<file path="config.mk">
export PLATFORM = sky130hd
export DESIGN_NAME = uart14_rx
export DESIGN_NICKNAME = d
export VERILOG_FILES = /design/src/rtl/uart14_pkg.sv /design/src/rtl/u14_baud.sv /design/src/rtl/u14_framer.sv /design/src/rtl/u14_idle_tmo.sv /design/src/rtl/uart14_rx.sv
export SDC_FILE = /design/constraint.sdc
export NUM_CORES = 1
export LEC_CHECK = 0
export ABC_AREA = 1
export BUFFER_PORTS_ARGS = -buffer_cell sky130_fd_sc_hd__buf_2
export CAP_MARGIN = 20
export CORE_MARGIN = 5
export CORE_UTILIZATION = 45
export DETAILED_ROUTE_END_ITERATION = 10
export SLEW_MARGIN = 10
export SYNTH_ARGS = -nofsm -noshare
export SYNTH_HDL_FRONTEND = slang
export SYNTH_SLANG_ARGS = --single-unit
</file>
<file path="constraint.sdc">
create_clock -name clk -period 6 [get_ports clk]
set_clock_uncertainty 0.2 [all_clocks]
set_input_delay 1.5 -clock clk [delete_from_list [all_inputs] [get_ports clk]]
set_output_delay 1.5 -clock clk [all_outputs]
set_load 0.05 [all_outputs]
</file>
<file path="src/rtl/uart14_pkg.sv">
// Shared constants and types for the oversampled serial receiver.
// Assumes a fixed 8N1 frame; only the divisor and timeout are runtime settings.
package uart14_pkg;
    localparam int OSR         = 14;   // ticks per bit period
    localparam int SAMPLE_TICK = 7;    // tick index used for mid-bit sampling
    localparam int CHAR_BITS   = 10;   // start + 8 data + stop
    localparam int CHAR_TICKS  = OSR * CHAR_BITS;
    localparam int TMO_BASE    = 4;    // character times for the shortest timeout
    localparam int TMO_MAX     = TMO_BASE * 4 * CHAR_TICKS;

    typedef enum logic [2:0] {
        RX_IDLE,
        RX_START,
        RX_DATA,
        RX_STOP,
        RX_BRKWAIT
    } rx_state_e;
endpackage

</file>
<file path="src/rtl/u14_baud.sv">
// Rate register and tick divider.
// Emits a one-cycle tick every (rate + 1) clocks; the rate register resets
// to the slowest setting. Assumes writes may arrive at any time.
module u14_baud #(
    parameter int RATE_W = 8
) (
    input  logic              clk,
    input  logic              rst_n,
    input  logic              we_i,
    input  logic [RATE_W-1:0] wdata_i,
    output logic              tick_o
);
    logic [RATE_W-1:0] rate_q;
    logic [RATE_W-1:0] div_q;

    // Tick when the divider reaches (or, after a rate drop, passes) the rate.
    assign tick_o = (div_q >= rate_q);

    // Holds the divisor written by the host.
    always_ff @(posedge clk) begin
        if (!rst_n) rate_q <= '1;
        else if (we_i) rate_q <= wdata_i;
    end

    // Counts clocks between ticks and restarts on each tick.
    always_ff @(posedge clk) begin
        if (!rst_n) div_q <= '0;
        else if (tick_o) div_q <= '0;
        else div_q <= div_q + 1'b1;
    end


    tick_spacing_chk: assert property (@(posedge clk) disable iff (!rst_n)
        tick_o |=> (rate_q == '0 || !tick_o));
endmodule

</file>
<file path="src/rtl/u14_framer.sv">
// Start detection, mid-bit sampling and word assembly for 8N1 frames.
// Samples the synchronized line on each tick; emits a registered push with
// framing and break tags and a combinational start-seen strobe.
module u14_framer
    import uart14_pkg::*;
#(
    parameter int DATA_W = 8
) (
    input  logic              clk,
    input  logic              rst_n,
    input  logic              tick_i,
    input  logic              rxd_i,
    output logic              start_o,
    output logic              push_o,
    output logic [DATA_W-1:0] data_o,
    output logic              ferr_o,
    output logic              brk_o
);
    localparam int TC_W = $clog2(OSR);
    localparam int BC_W = $clog2(DATA_W);
    localparam logic [TC_W-1:0] T_MID  = TC_W'(SAMPLE_TICK);
    localparam logic [TC_W-1:0] T_LAST = TC_W'(OSR - 1);
    localparam logic [BC_W-1:0] B_LAST = BC_W'(DATA_W - 1);

    logic [1:0]        sync_q;
    logic              rx;
    rx_state_e         st_q;
    logic [TC_W-1:0]   tcnt_q;
    logic [BC_W-1:0]   bcnt_q;
    logic [DATA_W-1:0] shreg_q;

    assign rx      = sync_q[1];
    assign start_o = (st_q == RX_IDLE) && tick_i && !rx;

    // Brings the asynchronous line into the clock domain.
    always_ff @(posedge clk) begin
        if (!rst_n) sync_q <= 2'b11;
        else sync_q <= {sync_q[0], rxd_i};
    end

    // Frame state machine: one step per tick.
    always_ff @(posedge clk) begin
        if (!rst_n) begin
            st_q    <= RX_IDLE;
            tcnt_q  <= '0;
            bcnt_q  <= '0;
            shreg_q <= '0;
            push_o  <= 1'b0;
            data_o  <= '0;
            ferr_o  <= 1'b0;
            brk_o   <= 1'b0;
        end else begin
            push_o <= 1'b0;
            if (tick_i) begin
                case (st_q)
                    RX_IDLE: begin
                        if (!rx) begin
                            st_q   <= RX_START;
                            tcnt_q <= '0;
                        end
                    end
                    RX_START: begin
                        if (tcnt_q == T_MID && rx) begin
                            st_q <= RX_IDLE;
                        end else if (tcnt_q == T_LAST) begin
                            st_q   <= RX_DATA;
                            tcnt_q <= '0;
                            bcnt_q <= '0;
                        end else begin
                            tcnt_q <= tcnt_q + 1'b1;
                        end
                    end
                    RX_DATA: begin
                        if (tcnt_q == T_MID) shreg_q <= {rx, shreg_q[DATA_W-1:1]};
                        if (tcnt_q == T_LAST) begin
                            tcnt_q <= '0;
                            if (bcnt_q == B_LAST) st_q <= RX_STOP;
                            else bcnt_q <= bcnt_q + 1'b1;
                        end else begin
                            tcnt_q <= tcnt_q + 1'b1;
                        end
                    end
                    RX_STOP: begin
                        if (tcnt_q == T_MID) begin
                            push_o <= 1'b1;
                            data_o <= shreg_q;
                            ferr_o <= !rx && (shreg_q != '0);
                            brk_o  <= !rx && (shreg_q == '0);
                            st_q   <= (!rx && shreg_q == '0) ? RX_BRKWAIT : RX_IDLE;
                        end else begin
                            tcnt_q <= tcnt_q + 1'b1;
                        end
                    end
                    RX_BRKWAIT: begin
                        if (rx) st_q <= RX_IDLE;
                    end
                    default: st_q <= RX_IDLE;
                endcase
            end
        end
    end


    push_single_chk: assert property (@(posedge clk) disable iff (!rst_n)
        push_o |=> !push_o);

    tag_exclusive_chk: assert property (@(posedge clk) disable iff (!rst_n)
        push_o |-> !(ferr_o && brk_o));

    brk_zero_chk: assert property (@(posedge clk) disable iff (!rst_n)
        (push_o && brk_o) |-> (data_o == '0));

    brkwait_quiet_chk: assert property (@(posedge clk) disable iff (!rst_n)
        (st_q == RX_BRKWAIT) |=> !push_o);
endmodule

</file>
<file path="src/rtl/u14_idle_tmo.sv">
// Idle-character timeout: counts ticks while the downstream buffer holds
// data and no start bit arrives; pulses once when the selected limit is hit.
module u14_idle_tmo
    import uart14_pkg::*;
(
    input  logic       clk,
    input  logic       rst_n,
    input  logic       tick_i,
    input  logic       start_i,
    input  logic       nonempty_i,
    input  logic [1:0] sel_i,
    output logic       tmo_o
);
    localparam int TMO_W = $clog2(TMO_MAX + 1);

    logic [TMO_W-1:0] lim;
    logic [TMO_W-1:0] cnt_q;

    // Maps the select code to a tick limit; doubling per step.
    always_comb begin
        case (sel_i)
            2'd1:    lim = TMO_W'(TMO_BASE * CHAR_TICKS);
            2'd2:    lim = TMO_W'(TMO_BASE * 2 * CHAR_TICKS);
            2'd3:    lim = TMO_W'(TMO_BASE * 4 * CHAR_TICKS);
            default: lim = '0;
        endcase
    end

    // Counts idle ticks, saturating at the limit, and emits the pulse.
    always_ff @(posedge clk) begin
        if (!rst_n) begin
            cnt_q <= '0;
            tmo_o <= 1'b0;
        end else begin
            tmo_o <= 1'b0;
            if (!nonempty_i || sel_i == 2'd0 || start_i) begin
                cnt_q <= '0;
            end else if (tick_i && cnt_q < lim) begin
                cnt_q <= cnt_q + 1'b1;
                if (cnt_q + 1'b1 == lim) tmo_o <= 1'b1;
            end
        end
    end


    tmo_off_chk: assert property (@(posedge clk) disable iff (!rst_n)
        (sel_i == 2'd0) |=> !tmo_o);

    tmo_single_chk: assert property (@(posedge clk) disable iff (!rst_n)
        tmo_o |=> !tmo_o);

    tmo_empty_chk: assert property (@(posedge clk) disable iff (!rst_n)
        !nonempty_i |=> !tmo_o);
endmodule

</file>
<file path="src/rtl/uart14_rx.sv">
// Top of the oversampled receiver: ties the tick divider, the framer and
// the idle timeout together and keeps the sticky error flags.
// Assumes the consumer accepts every push (no backpressure).
module uart14_rx
    import uart14_pkg::*;
#(
    parameter int RATE_W = 8,
    parameter int DATA_W = 8
) (
    input  logic              clk,
    input  logic              rst_n,
    input  logic              rate_we_i,
    input  logic [RATE_W-1:0] rate_wdata_i,
    input  logic [1:0]        tmo_sel_i,
    input  logic              fifo_nonempty_i,
    input  logic              sts_clr_i,
    input  logic              rxd_i,
    output logic              push_o,
    output logic [DATA_W-1:0] push_data_o,
    output logic              push_ferr_o,
    output logic              push_brk_o,
    output logic              ferr_flag_o,
    output logic              brk_flag_o,
    output logic              timeout_o
);
    logic tick;
    logic start_seen;

    u14_baud #(.RATE_W(RATE_W)) baud_i (
        .clk(clk), .rst_n(rst_n), .we_i(rate_we_i), .wdata_i(rate_wdata_i),
        .tick_o(tick)
    );

    u14_framer #(.DATA_W(DATA_W)) framer_i (
        .clk(clk), .rst_n(rst_n), .tick_i(tick), .rxd_i(rxd_i),
        .start_o(start_seen), .push_o(push_o), .data_o(push_data_o),
        .ferr_o(push_ferr_o), .brk_o(push_brk_o)
    );

    u14_idle_tmo tmo_i (
        .clk(clk), .rst_n(rst_n), .tick_i(tick), .start_i(start_seen),
        .nonempty_i(fifo_nonempty_i), .sel_i(tmo_sel_i), .tmo_o(timeout_o)
    );

    // Sticky flags: set by a tagged push, cleared by the host; set wins.
    always_ff @(posedge clk) begin
        if (!rst_n) begin
            ferr_flag_o <= 1'b0;
            brk_flag_o  <= 1'b0;
        end else begin
            ferr_flag_o <= (ferr_flag_o && !sts_clr_i) || (push_o && push_ferr_o);
            brk_flag_o  <= (brk_flag_o && !sts_clr_i) || (push_o && push_brk_o);
        end
    end


    ferr_flag_set_chk: assert property (@(posedge clk) disable iff (!rst_n)
        (push_o && push_ferr_o) |=> ferr_flag_o);

    brk_flag_set_chk: assert property (@(posedge clk) disable iff (!rst_n)
        (push_o && push_brk_o) |=> brk_flag_o);
endmodule

</file>
======== Yosys cells after proc, flatten, opt, wreduce, memory -nomap -nowiden ========
Index checks and enable logic that the tools add are counted.
storage, ports and cells
  output and inout bits ................... 14
  register bits ........................... 62
  input port bits ......................... 16
  logic and storage cells ................. 98
operators by class
  reductions and logical operators ........ 32
  $add $sub $neg .......................... 4
  equal/unequal tests ..................... 21
  muxes and demuxes ....................... 22
  bitwise logic cells ..................... 2
  $lt $le $gt $ge ......................... 2
operators by type and width
  operator                 count
  $mux W3                  12
  $pmux W12 S3             1
  $mux W4                  4
  $pmux W4 S4              1
  $pmux W3 S5              1
  $add A12 B1 Y12 const B  1
  $eq A12 B12 Y1           1
  $lt A12 B12 Y1           1
  $logic_and A1 B1 Y1      10
  $ne A2 B1 Y1 const B     5
  $reduce_and A3 Y1        3
  $add A8 B1 Y8 const B    1
  $ge A8 B8 Y1             1
  $logic_not A8 Y1         1
  $ne A2 B2 Y1 const B     4
  $reduce_bool A8 Y1       1
  $reduce_and A7 Y1        1
  $eq A3 B2 Y1 const B     2
  $eq A3 B3 Y1 const B     2
  $pmux W3 S2              1
  $reduce_and A6 Y1        1
  $reduce_and A5 Y1        1
  $add A4 B1 Y4 const B    1
  $eq A2 B2 Y1 const B     2
  other kinds (16)         24

======== Logic depth before layout (Yosys ltp) ========
Gate-level depths: netlist of run 1.
  depth in word-level cells ............... 6
  mapped depth ............................ 15
  mapped depth without buffers ............ 15

======== Cells and area by module ========
A second synthesis of run 1 with hierarchy kept.
second synthesis, totals
  cell total of the unflattened synthesis .. 493
  area, all modules ....................... 3,570.9 um^2
by module, submodules not included
  module        cells each  times used  area each (um^2)  seq. area each (um^2)
  u14_framer    202         1           1,500.2           620.6
  u14_idle_tmo  179         1           1,166.1           260.2
  u14_baud      102         1           832.0             320.3
  uart14_rx     10          1           72.6              40.0

======== Worst setup path after synthesis of run 1 ========
Ideal clock, no wire load.
  path kind ............................... input to register
  start ................................... in tmo_sel_i[0]
  end ..................................... reg tmo_i.cnt_q[4]
  slack ................................... 2.806 ns
  required time ........................... 5.680 ns
  stages .................................. 12
  path buffers ............................ 1
  setup time .............................. 0.120 ns
  arrival ................................. 2.875 ns
  path through ............................ ha_1 inv_1 ha_1 a21oi_1 nand2_1 nor2_1 nand2_1 nand2_2 nand2_2 buf_4 nand2_1 a21oi_1
between the ends
  longest elaborated chain between the ends .. 4
  elaborated cells on any way between the ends .. 10
  those cells by class .................... order compare: 1; eq/ne: 3; mux: 1; reduce/logical: 5
ends and longest elaborated chain
  what                                                            line                                    RTL
  from (decl)                                                     uart14_rx.sv:14                         input logic [1:0] tmo_sel_i,
  $eq A2 B2 Y1 (tied with other cells)                            u14_idle_tmo.sv:21                      case (sel_i)
  $pmux W12 S3 / $logic_or A1 B1 Y1 (equally long branches)       u14_idle_tmo.sv:21, u14_idle_tmo.sv:36
  $lt A12 B12 Y1 / $logic_or A1 B1 Y1 (equally long branches)     u14_idle_tmo.sv:38, u14_idle_tmo.sv:36
  $logic_and A1 B1 Y1 / $reduce_or A2 Y1 (equally long branches)  --
  to (signal assigned)                                            u14_idle_tmo.sv:39                      cnt_q <= cnt_q + 1'b1;
  to (decl)                                                       u14_idle_tmo.sv:17                      logic [TMO_W-1:0] cnt_q;
Several ways; a longest one is shown, not always the timed one.
A chain may end at the register's enable or synchronous reset.

======== Worst setup path after layout of run 1 ========
  start ................................... in tmo_sel_i[0]
  end ..................................... reg tmo_i.cnt_q[3]
Same word-level chain as after synthesis.

==> results.json, run 1 <==
{
  "ant_nets": 0,
  "grt.overflow.total": 0,
  "clk_pin_slew_ns": 0.08,
  "worstSkewPairLatency_ns": 0.34,
  "cp.depth": 13,
  "synthAdderAreaFrac_pct": 8.89,
  "ctsResizeCount": 0,
  "cts_tree": "yes",
  "yosysSeqAreaShare_pct": 36.8,
  "cp_common_cell": "nand2_1",
  "rsz0062_at_grt": "false",
  "synth_edf_count": 0,
  "syn_area_um2": 3380,
  "crit_slowest_cell": "ha_1",
  "synth_most_common_cell": "nand2_1",
  "setup_slack_ns": 2.64,
  "syn_inst": 483,
  "ir_worst_vdd_mv": 0.128,
  "path_cells": "buf_2, ha_1, inv_1, ha_1, a21oi_1, nand2_1, nor2_1, nand2_1, nand2_2, nand2_2, inv_2, nand2_1, a21oi_1",
  "area_delta_synth_final_pct": 11.7,
  "worst_pin_slew_ns": 0.538,
  "final_cells": 616,
  "status": "completed",
  "drc": 0,
  "period_minus_slack_ns": 3.36,
  "clock-root-buffer": "clkbuf_8",
  "grt_pass1_wl_um": 12600,
  "drv_cap": 0,
  "post-place-ws_ns": 2.27,
  "pin_count": 30,
  "n_antenna_cell": 0,
  "p_comb_share_pct": 5.7,
  "synthSimpleGateAreaFrac_pct": 31.6,
  "min_path_cells": 1,
  "synth.yosys.warnings": 0,
  "fill_cells": 767,
  "die_h_um": 96.6,
  "critPathCaptureType": "register",
  "powerDensity_nw_per_um2": 213,
  "finalSetupViolations": 0,
  "register_area_um2": 1240,
  "synth_area_leaders": "dfxtp_1 37%, nand2_1 11%, ha_1 8.9%",
  "power.leakage_nw": 1.76,
  "worstSetupStartpointType": "input port",
  "swShare_pct": 26.6,
  "fin_hold_ws_ns": 0.223,
  "synth_xor_area_share_pct": 1.56,
  "grt_max_degree": 29,
  "cp.required_ns": 6.05,
  "avgSynthCellArea_um2": 6.99,
  "drv_slew": 0,
  "htreeDepth": 3,
  "power.internal_mw": 0.589,
  "synthFlopType": "dfxtp_1",
  "postCtsHoldBufs": 0,
  "switchingPower_mw": 0.214,
  "utilization_pct": 51.8,
  "max-slew-margin-rel_pct": 64.1,
  "fp.dieW_um": 96.6,
  "cts_buffers": 9,
  "synth_top_cell_by_area": "dfxtp_1",
  "port_buffers": 29,
  "clkPwrFrac_pct": 41.8,
  "ys_types": 31,
  "reg2regPathDepth": 8,
  "start_util_pct": 46.3,
  "vias": 3060,
  "dp_hpwl_um": 5390,
  "holdCritPathClass": "reg -> reg",
  "multiInputGateArea_um2": 1860,
  "worst-path-buf-inv": 3,
  "cts.sinks": 62,
  "antenna_found_initial": 0,
  "dieArea_um2": 9340,
  "hold_viol": 0,
  "crit_arrival_ns": 3.41,
  "routed_wl_um": 7210,
  "period_share_pct": 56.0,
  "async_flop_share_pct": 0,
  "max_freq_ghz": 0.298,
  "cp_max_fo": 13,
  "clk_path_buf_depth": 2,
  "critPathTopFamily": "simple AND/OR/NAND/NOR gates",
  "final.setup.tns_ns": 0,
  "drtPass1Iterations": 4,
  "drive_gt1_share_pct": 12.4,
  "synth_top_family_by_area": "simple AND/OR/NAND/NOR gates",
  "synth.ff_latch_count": 62,
  "synth_compound_area_share_pct": 13.0,
  "wire_per_inst_um": 11.7,
  "row_count": 31,
  "viasPerCell": 4.97,
  "fin_nets": 552,
  "crit_type": "in -> reg",
  "first_global_vias": 2865,
  "place_inst": 600,
  "critical-path-max-stage-delay_ns": 0.26,
  "drtIter0Drc": 92,
  "synth_top_area_share_pct": 36.8,
  "synth_common_cells": "103 x nand2_1, 62 x dfxtp_1, 60 x nor2_1",
  "grtUsageTotal_pct": 16.0,
  "pwr-share-seq_pct": 52.4,
  "syn-num-nets": 523,
  "routabilityCongestion": 0.853,
  "core_area_um2": 7290,
  "post_cts_buffers": 0,
  "synthMuxAreaShare_pct": 0
}
## registers in the layout, summed over array words and instances, names as in the netlist
| name | count |
|---|---|
| tmo_i.cnt_q | 12 |
| baud_i.div_q | 8 |
| baud_i.rate_q | 8 |
| framer_i.data_o | 8 |
| framer_i.shreg_q | 8 |
| framer_i.tcnt_q | 4 |
| framer_i.bcnt_q | 3 |
| framer_i.st_q | 3 |
| framer_i.sync_q | 2 |
| brk_flag_o | 1 |
| ferr_flag_o | 1 |
| framer_i.brk_o | 1 |
| framer_i.ferr_o | 1 |
| framer_i.push_o | 1 |
| tmo_i.tmo_o | 1 |
## logic make-up (layout without fill, tap and decap cells)
family          Yosys count  in the layout
flops                    62             62
xor+xnor                  6              6
buf+inv                  70            104
compound gates           84             84
fa+ha+maj                24             24
simple gates            237            237
## layer usage
| metal | up-vias | GRT usage (%) | routed length, um |
|---|---|---|---|
| li1 | 1632 | - | - |
| met4 | 0 | 6.16 | 119 |
| met2 | 64 | 25.1 | 3240 |
| met3 | 13 | 4.89 | 349 |
| met1 | 1351 | 20.6 | 3500 |
| met5 | - | 0 | 0 |
## through the flow
stage | area [um^2] | power (mW)
finish | 3770 | 0.803
CTS | 3770 | 0.816
detailed placement | 3590 | 0.477
global route | 3770 | 0.847
floorplan | 3380 | 0.462
global placement | 3590 | 0.475
## power groups by stage
stage	Sequential [mW]	Clock, mW	Combinational, mW
after floorplan	0.429	0	0.0327
after detailed placement	0.431	0	0.0466
after global routing	0.422	0.370	0.0548
after CTS	0.421	0.348	0.0471
after global placement	0.430	0	0.0449
final	0.421	0.336	0.0461
## placed cells by master, fill, tap and decap left out, types with 2 or more instances in the layout
| cell | instances |
|---|---|
| inv_2 | 2 |
| a21oi_1 | 48 |
| inv_1 | 57 |
| ha_1 | 24 |
| clkinvlp_4 | 3 |
| nor2_2 | 4 |
| nand3_1 | 38 |
| dfxtp_1 | 62 |
| nor4_1 | 2 |
| o21ai_0 | 30 |
| inv_6 | 3 |
| nand2_2 | 3 |
| nor2_8 | 2 |
| nor2_1 | 60 |
| o21bai_1 | 2 |
| o21ai_1 | 2 |
| or2_2 | 2 |
| xor2_1 | 4 |
| nand2_1 | 103 |
| clkbuf_8 | 9 |
| nand3_2 | 2 |
| nand4_1 | 10 |
| xnor2_1 | 2 |
| buf_2 | 29 |
| nor3_1 | 6 |
## path summary, 6_finish.rpt
| kind | slack (ns) | startpoint | to |
|---|---|---|---|
| hold reg to reg | 0.22 | framer_i.sync_q[0]$_SDFF_PN1_ | framer_i.sync_q[1]$_SDFF_PN1_ |
| setup / recovery | 2.64 | tmo_sel_i[0] | tmo_i.cnt_q[3]$_SDFFE_PP0P_ |
| hold / removal | 0.22 | framer_i.sync_q[0]$_SDFF_PN1_ | framer_i.sync_q[1]$_SDFF_PN1_ |
| setup reg to reg | 3.56 | baud_i.div_q[5]$_SDFF_PP0_ | tmo_i.cnt_q[3]$_SDFFE_PP0P_ |
## cell type report
cell class | count | share of cell area [%]
sequential | 62 | 32.9
multi-input combinational | 351 | 49.3
tap | 99 | 3.28
timing repair buffer | 29 | 3.85
clock buffer | 9 | 3.28
inverter | 59 | 5.87
clock inverter | 7 | 1.53
Note: power is estimated with default switching activity, not from simulation.
==> inputs of run 2 (changes only) <==
--- a/config.mk
+++ b/config.mk
@@ -5,7 +5,7 @@
 export SDC_FILE = /design/constraint.sdc
 export NUM_CORES = 1
 export LEC_CHECK = 0
-export ABC_AREA = 1
+export ABC_AREA = 0
 export BUFFER_PORTS_ARGS = -buffer_cell sky130_fd_sc_hd__buf_2
 export CAP_MARGIN = 20
 export CORE_MARGIN = 5
==> constraint.sdc (replaced) <==
create_clock -name clk -period 3.4 [get_ports clk]
set_clock_uncertainty 0.2 [all_clocks]
set_input_delay 0.85 -clock clk [delete_from_list [all_inputs] [get_ports clk]]
set_output_delay 0.85 -clock clk [all_outputs]
set_load 0.05 [all_outputs]
==> run 2 against run 1 <==
  * Global-route usage rose by 2.0 points
  * Largest cell class unchanged
  * Hold slack improved by 0.0044 ns
  * Synthesized cell count fell by 9.3%
  * First-iteration DRC count rose by 66%
  * Register-to-register slack got worse by 2.9 ns
  * Wire length rose by 20%
  * Flip-flop and latch count did not move
==> results.json, run 2 <==
{
  "die_h_um": 99.9,
  "crit_start": "tmo_sel_i[0]",
  "holdCritPathClass": "reg -> reg",
  "syn_inst": 438,
  "synth_edf_count": 0,
  "worstSetupStartpointType": "input port",
  "start_util_pct": 46.6,
  "reg2regPathDepth": 7,
  "synth.yosys.warnings": 0,
  "drtPass1Iterations": 4,
  "crit_type": "in -> reg",
  "finalSetupViolations": 0,
  "clkPwrFrac_pct": 43.6,
  "r2r-end": "framer_i.bcnt_q[1]$_SDFFE_PN0P_",
  "worstSkewPairLatency_ns": 0.34,
  "ctsResizeCount": 0,
  "final.setup.tns_ns": 0,
  "powerDensity_nw_per_um2": 368,
  "pin_count": 30,
  "syn_area_um2": 3640,
  "final_common_cell": "dfxtp_1",
  "max-slew-margin-rel_pct": 47.4,
  "hold_viol": 0,
  "critical-path-max-stage-delay_ns": 0.51,
  "period_share_pct": 83.5,
  "drive_gt1_share_pct": 14.2,
  "synth.ff_latch_count": 62,
  "grt.overflow.total": 0,
  "routed_wl_um": 8660,
  "path_cells": "buf_2, inv_1, ha_1, inv_1, ha_1, and3_1, o21a_1, a31o_4, or4_4, nor4_2",
  "clk_pin_slew_ns": 0.08,
  "async_flop_share_pct": 0,
  "row_count": 32,
  "cts_tree": "yes",
  "status": "completed",
  "synth_area_leaders": "dfxtp_1 34%, ha_1 8.3%, o211ai_1 6.0%",
  "p_comb_share_pct": 6.8,
  "power.leakage_nw": 1.62,
  "pwr-share-seq_pct": 49.5,
  "rsz0062_at_grt": "false",
  "cp_max_fo": 8,
  "cts_buffers": 9,
  "dp_hpwl_um": 6010,
  "cp.required_ns": 3.46,
  "synth_top_cell_by_area": "dfxtp_1",
  "grt_max_degree": 36,
  "core_area_um2": 7810,
  "htreeDepth": 3,
  "synth_common_cells": "62 x dfxtp_1, 33 x a21oi_1, 30 x inv_1",
  "wire_per_inst_um": 15.3,
  "crit_arrival_ns": 2.89,
  "setup_slack_ns": 0.561,
  "fin_hold_ws_ns": 0.227,
  "r2r-start": "baud_i.div_q[6]$_SDFF_PP0_",
  "mostFrequentLayoutCells": "62 x dfxtp_1, 33 x a21oi_1, 30 x inv_1",
  "synthFlopType": "dfxtp_1",
  "clk_path_buf_depth": 2,
  "ant_nets": 0,
  "fin_nets": 499,
  "avgSynthCellArea_um2": 8.30,
  "critPathCaptureType": "register",
  "synth_top_area_share_pct": 34.1,
  "p_total_mw": 1.50,
  "postCtsHoldBufs": 0,
  "ys_types": 51,
  "area_delta_synth_final_pct": 12.1,
  "dieArea_um2": 9980,
  "worst_pin_slew_ns": 0.788,
  "grtUsageTotal_pct": 18.0,
  "crit_slowest_cell": "or4_4",
  "drc": 0,
  "n_antenna_cell": 0,
  "drv_cap": 0,
  "fill_cells": 774,
  "syn-num-nets": 478,
  "port_buffers": 29,
  "routabilityCongestion": 0.873,
  "period_minus_slack_ns": 2.84,
  "synth_most_common_cell": "dfxtp_1",
  "grt_pass1_wl_um": 14800,
  "drv_slew": 0,
  "drtIter0Drc": 153,
  "fp.dieW_um": 99.9,
  "post-place-ws_ns": 0.212,
  "swShare_pct": 25.4,
  "cts.sinks": 62,
  "viasPerCell": 5.89,
  "vias": 3331,
  "r2r_setup_slack_ns": 0.63,
  "crit_end": "tmo_i.tmo_o$_SDFF_PP0_",
  "antenna_found_initial": 0,
  "clock-root-buffer": "clkbuf_8",
  "ir_worst_vdd_mv": 0.160,
  "switchingPower_mw": 0.381,
  "largest_reg_flops": 12,
  "yosysSeqAreaShare_pct": 34.1,
  "post_cts_buffers": 0,
  "regMostFlops": "tmo_i.cnt_q",
  "max_freq_ghz": 0.352,
  "first_global_vias": 3081,
  "power.internal_mw": 1.12
}
## run 2: logic make-up (layout without fill, tap and decap cells)
group           after synthesis  after routing  share of synthesized area, %
xor+xnor                     12             12                          2.89
mux                          15             15                          4.13
simple gates                139            139                          20.7
buf+inv                      63             89                          7.09
flops                        62             62                          34.1
compound gates              122            122                          22.5
fa+ha+maj                    25             25                          8.53
## run 2: cell type report
type                    count  area, um^2  share of cell area [%]
clock buffers               9         124                    3.04
clock inverters             7        72.6                    1.78
inverters                  30         113                    2.76
multi-input cells         313        2140                    52.5
flip-flops and latches     62        1240                    30.4
well taps                 102         128                    3.13
repair buffers             43         258                    6.32
## run 2: worst max-delay path, delay by kind of cell
kind            cells  cell delay [ns]
simple gates        3             0.96
compound gates      2             0.37
fa+ha+maj           2             0.47
buf+inv             3             0.23
## run 2: worst min path at each step
| stage | start | end | slack [ns] | cells after the start |
|---|---|---|---|---|
| 2_1_floorplan | framer_i.sync_q[0]$_SDFF_PN1_ | framer_i.sync_q[1]$_SDFF_PN1_ | 0.19 | 1 |
| 3_3_place_gp | framer_i.sync_q[0]$_SDFF_PN1_ | framer_i.sync_q[1]$_SDFF_PN1_ | 0.20 | 1 |
| 5_1_grt | framer_i.sync_q[0]$_SDFF_PN1_ | framer_i.sync_q[1]$_SDFF_PN1_ | 0.25 | 1 |
| 3_5_place_dp | framer_i.sync_q[0]$_SDFF_PN1_ | framer_i.sync_q[1]$_SDFF_PN1_ | 0.20 | 1 |
| 6_report | framer_i.sync_q[0]$_SDFF_PN1_ | framer_i.sync_q[1]$_SDFF_PN1_ | 0.23 | 1 |
| 4_1_cts | framer_i.sync_q[0]$_SDFF_PN1_ | framer_i.sync_q[1]$_SDFF_PN1_ | 0.23 | 1 |
## run 2: power groups by stage
| stage | clock (mW) | sequential, mW | combinational [mW] |
|---|---|---|---|
| 2_1_floorplan | 0 | 0.758 | 0.0713 |
| 3_3_place_gp | 0 | 0.760 | 0.0999 |
| 3_5_place_dp | 0 | 0.760 | 0.103 |
| 4_1_cts | 0.672 | 0.743 | 0.103 |
| 5_1_grt | 0.704 | 0.744 | 0.118 |
| 6_report | 0.654 | 0.743 | 0.102 |
## run 2: through the flow
stage               area [um^2]  cells  util, %
finish                     4080    566     52.2
global route               4080    566     52.2
CTS                        4080    566     52.2
detailed placement         3880    550     49.7
global placement           3870    549     49.5
floorplan                  3640    438        -
## run 2: layer usage
| layer | part of all wire [%] | global-route usage [%] | up-vias | wire length, um |
|---|---|---|---|---|
| met5 | 0 | 0 | - | 0 |
| met4 | 0.87 | 5.36 | 0 | 75 |
| met3 | 5.4 | 4.10 | 9 | 466 |
| met2 | 46 | 28.8 | 80 | 3970 |
| met1 | 48 | 24.3 | 1557 | 4150 |
| li1 | - | - | 1685 | - |
==> inputs of run 3 (changes only) <==
--- a/config.mk
+++ b/config.mk
@@ -5,12 +5,13 @@
 export SDC_FILE = /design/constraint.sdc
 export NUM_CORES = 1
 export LEC_CHECK = 0
-export ABC_AREA = 0
+export ABC_AREA = 1
 export BUFFER_PORTS_ARGS = -buffer_cell sky130_fd_sc_hd__buf_2
 export CAP_MARGIN = 20
 export CORE_MARGIN = 5
 export CORE_UTILIZATION = 45
 export DETAILED_ROUTE_END_ITERATION = 10
+export PLACE_DENSITY = 0.65
 export SLEW_MARGIN = 10
 export SYNTH_ARGS = -nofsm -noshare
 export SYNTH_HDL_FRONTEND = slang
==> constraint.sdc (replaced) <==
create_clock -name clk -period 2.5 [get_ports clk]
set_clock_uncertainty 0.2 [all_clocks]
set_input_delay 0.625 -clock clk [delete_from_list [all_inputs] [get_ports clk]]
set_output_delay 0.625 -clock clk [all_outputs]
set_load 0.05 [all_outputs]
==> run 3 against run 2 <==
  * Global-route usage fell by 3.0 points
  * Flip-flop and latch count stayed put
  * Via count down 9.1%
  * Combinational power grew 15%
  * Core utilization increased by 0.93 points
  * Power up 35%
  * Sequential share of layout area is 1.6 points higher
  * Cell count grew 11%
  * Hold slack worse by 0.0082 ns
  * Register-to-register slack lost 0.30 ns
  * Clock-buffer cell count unchanged
  * Critical path type unchanged
==> results.json, run 3 (synthesis results as in run 1) <==
{
  "postCtsHoldBufs": 0,
  "antenna_found_initial": 0,
  "reg2regPathDepth": 9,
  "place_inst": 611,
  "largest_reg_flops": 12,
  "holdCritPathClass": "reg -> reg",
  "max-slew-margin-rel_pct": 62.8,
  "drc": 0,
  "routabilityCongestion": 0.891,
  "cts_tree": "yes",
  "drtIter0Drc": 184,
  "power.leakage_nw": 1.83,
  "cts_buffers": 9,
  "fin_nets": 563,
  "hold_viol": 0,
  "area_delta_synth_final_pct": 14.8,
  "post-place-ws_ns": -0.00207,
  "gr-usage-met3_pct": 3.60,
  "worstSetupStartpointType": "input port",
  "fin_hold_ws_ns": 0.219,
  "max_freq_ghz": 0.459,
  "critical-path-max-stage-delay_ns": 0.25,
  "rsz0062_at_grt": "false",
  "crit_arrival_ns": 2.24,
  "ir_worst_vdd_mv": 0.317,
  "grt.overflow.total": 0,
  "worst-path-buf-inv": 3,
  "drv_cap": 0,
  "regMostFlops": "tmo_i.cnt_q",
  "drive_gt1_share_pct": 14.2,
  "vias": 3027,
  "status": "completed",
  "postPlaceCellArea_um2": 3670,
  "grtUsageTotal_pct": 15.1,
  "finalSetupViolations": 0,
  "routed_wl_um": 6890,
  "worst_pin_slew_ns": 0.558,
  "cts.sinks": 62,
  "first_global_vias": 2719,
  "fill_cells": 775,
  "powerDensity_nw_per_um2": 523,
  "r2r_setup_slack_ns": 0.33,
  "post_cts_buffers": 0,
  "final_cells": 627,
  "dp_hpwl_um": 5320,
  "htreeDepth": 3,
  "met2_usage_pct": 23.8,
  "core_area_um2": 7290,
  "die_h_um": 96.6,
  "crit_slowest_cell": "ha_1",
  "mostFrequentLayoutCells": "103 x nand2_1, 62 x dfxtp_1, 60 x nor2_1",
  "cp_max_fo": 5,
  "clk_pin_slew_ns": 0.08,
  "row_count": 31,
  "n_antenna_cell": 0,
  "wire_per_inst_um": 11.0,
  "worstSkewPairLatency_ns": 0.33,
  "period_share_pct": 87.2,
  "dieArea_um2": 9340,
  "r2r-end": "framer_i.data_o[3]$_SDFFE_PN0P_",
  "drv_slew": 0,
  "final.setup.tns_ns": 0,
  "crit_type": "in -> reg",
  "viasPerCell": 4.83,
  "critPathCaptureType": "register",
  "start_util_pct": 46.3,
  "ctsResizeCount": 0,
  "path_cells": "buf_2, ha_1, inv_1, ha_1, a21oi_1, nand2_1, nor2_1, nand2_1, nand2_2, buf_4, nand3_1, nor2_1, nand2_1, nor2_1",
  "fin_area_um2": 3880,
  "grt_max_degree": 25,
  "clock-root-buffer": "clkbuf_8",
  "grt_pass1_wl_um": 12000,
  "clk_path_buf_depth": 2,
  "critPathTopFamily": "simple AND/OR/NAND/NOR gates",
  "final_common_cell": "nand2_1",
  "setup_slack_ns": 0.320,
  "fp.dieW_um": 96.6,
  "grt_use_met1_pct": 20.5,
  "period_minus_slack_ns": 2.18,
  "busiest_layer": "met2",
  "pin_count": 30,
  "hold-path-endpoint": "framer_i.sync_q[1]$_SDFF_PN1_",
  "hold_start": "framer_i.sync_q[0]$_SDFF_PN1_",
  "ant_nets": 0,
  "crit_start": "tmo_sel_i[0]",
  "min_path_cells": 1,
  "r2r-start": "baud_i.div_q[5]$_SDFF_PP0_",
  "drtPass1Iterations": 4,
  "cp.required_ns": 2.56,
  "port_buffers": 29
}
-- run 3: routing by layer --
layer,up-vias,part of all wire [%]
met4,0,0.55
met1,1325,51
met3,2,4.0
met5,-,0
met2,51,45
li1,1649,-
-- run 3: worst reg2reg max path: stages, from the launching register on --
cell and delay [ns]:
dfxtp_1 0.41, ha_1 0.27, a21oi_1 0.14, nor2_1 0.07
nor2_2 0.12, nand3_2 0.19, nand2_1 0.34, inv_2 0.17
nor2_1 0.13, nor2_1 0.05
-- run 3: final cells by class --
| cell class | instances | area [um^2] | area share, % |
|---|---|---|---|
| Tap cell | 99 | 124 | 3.20 |
| Multi-Input combinational cell | 351 | 1860 | 48.0 |
| Clock buffer | 9 | 124 | 3.20 |
| Inverter | 59 | 221 | 5.71 |
| Timing Repair Buffer | 40 | 228 | 5.87 |
| Clock inverter | 7 | 77.6 | 2.00 |
| Sequential cell | 62 | 1240 | 32.0 |
-- run 3: through the flow --
stage	power, mW	util [%]
after detailed placement	1.15	50.4
after CTS	2.05	53.2
after global routing	2.12	53.2
after floorplan	1.11	-
final	2.03	53.2
after global placement	1.15	50.4
-- run 3: power by group --
group / total [mW] / internal, mW / switching (mW)
sequential: 1.01 / 1.00 / 0.00922
clock: 0.901 / 0.473 / 0.429
combinational: 0.117 / 0.0485 / 0.0689
total: 2.03 / 1.52 / 0.507
-- run 3: worst max-delay path by stage --
stage / endpoint / slack (ns) / cells past startpoint
5_1_grt: framer_i.data_o[1]$_SDFFE_PN0P_ / 0.09 / 9
3_5_place_dp: tmo_i.tmo_o$_SDFF_PP0_ / -0.002 / 14
6_report: tmo_i.tmo_o$_SDFF_PP0_ / 0.32 / 14
3_3_place_gp: tmo_i.tmo_o$_SDFF_PP0_ / 0.02 / 14
4_1_cts: framer_i.data_o[2]$_SDFFE_PN0P_ / 0.29 / 9
2_1_floorplan: tmo_i.cnt_q[4]$_SDFFE_PP0P_ / 0.18 / 12
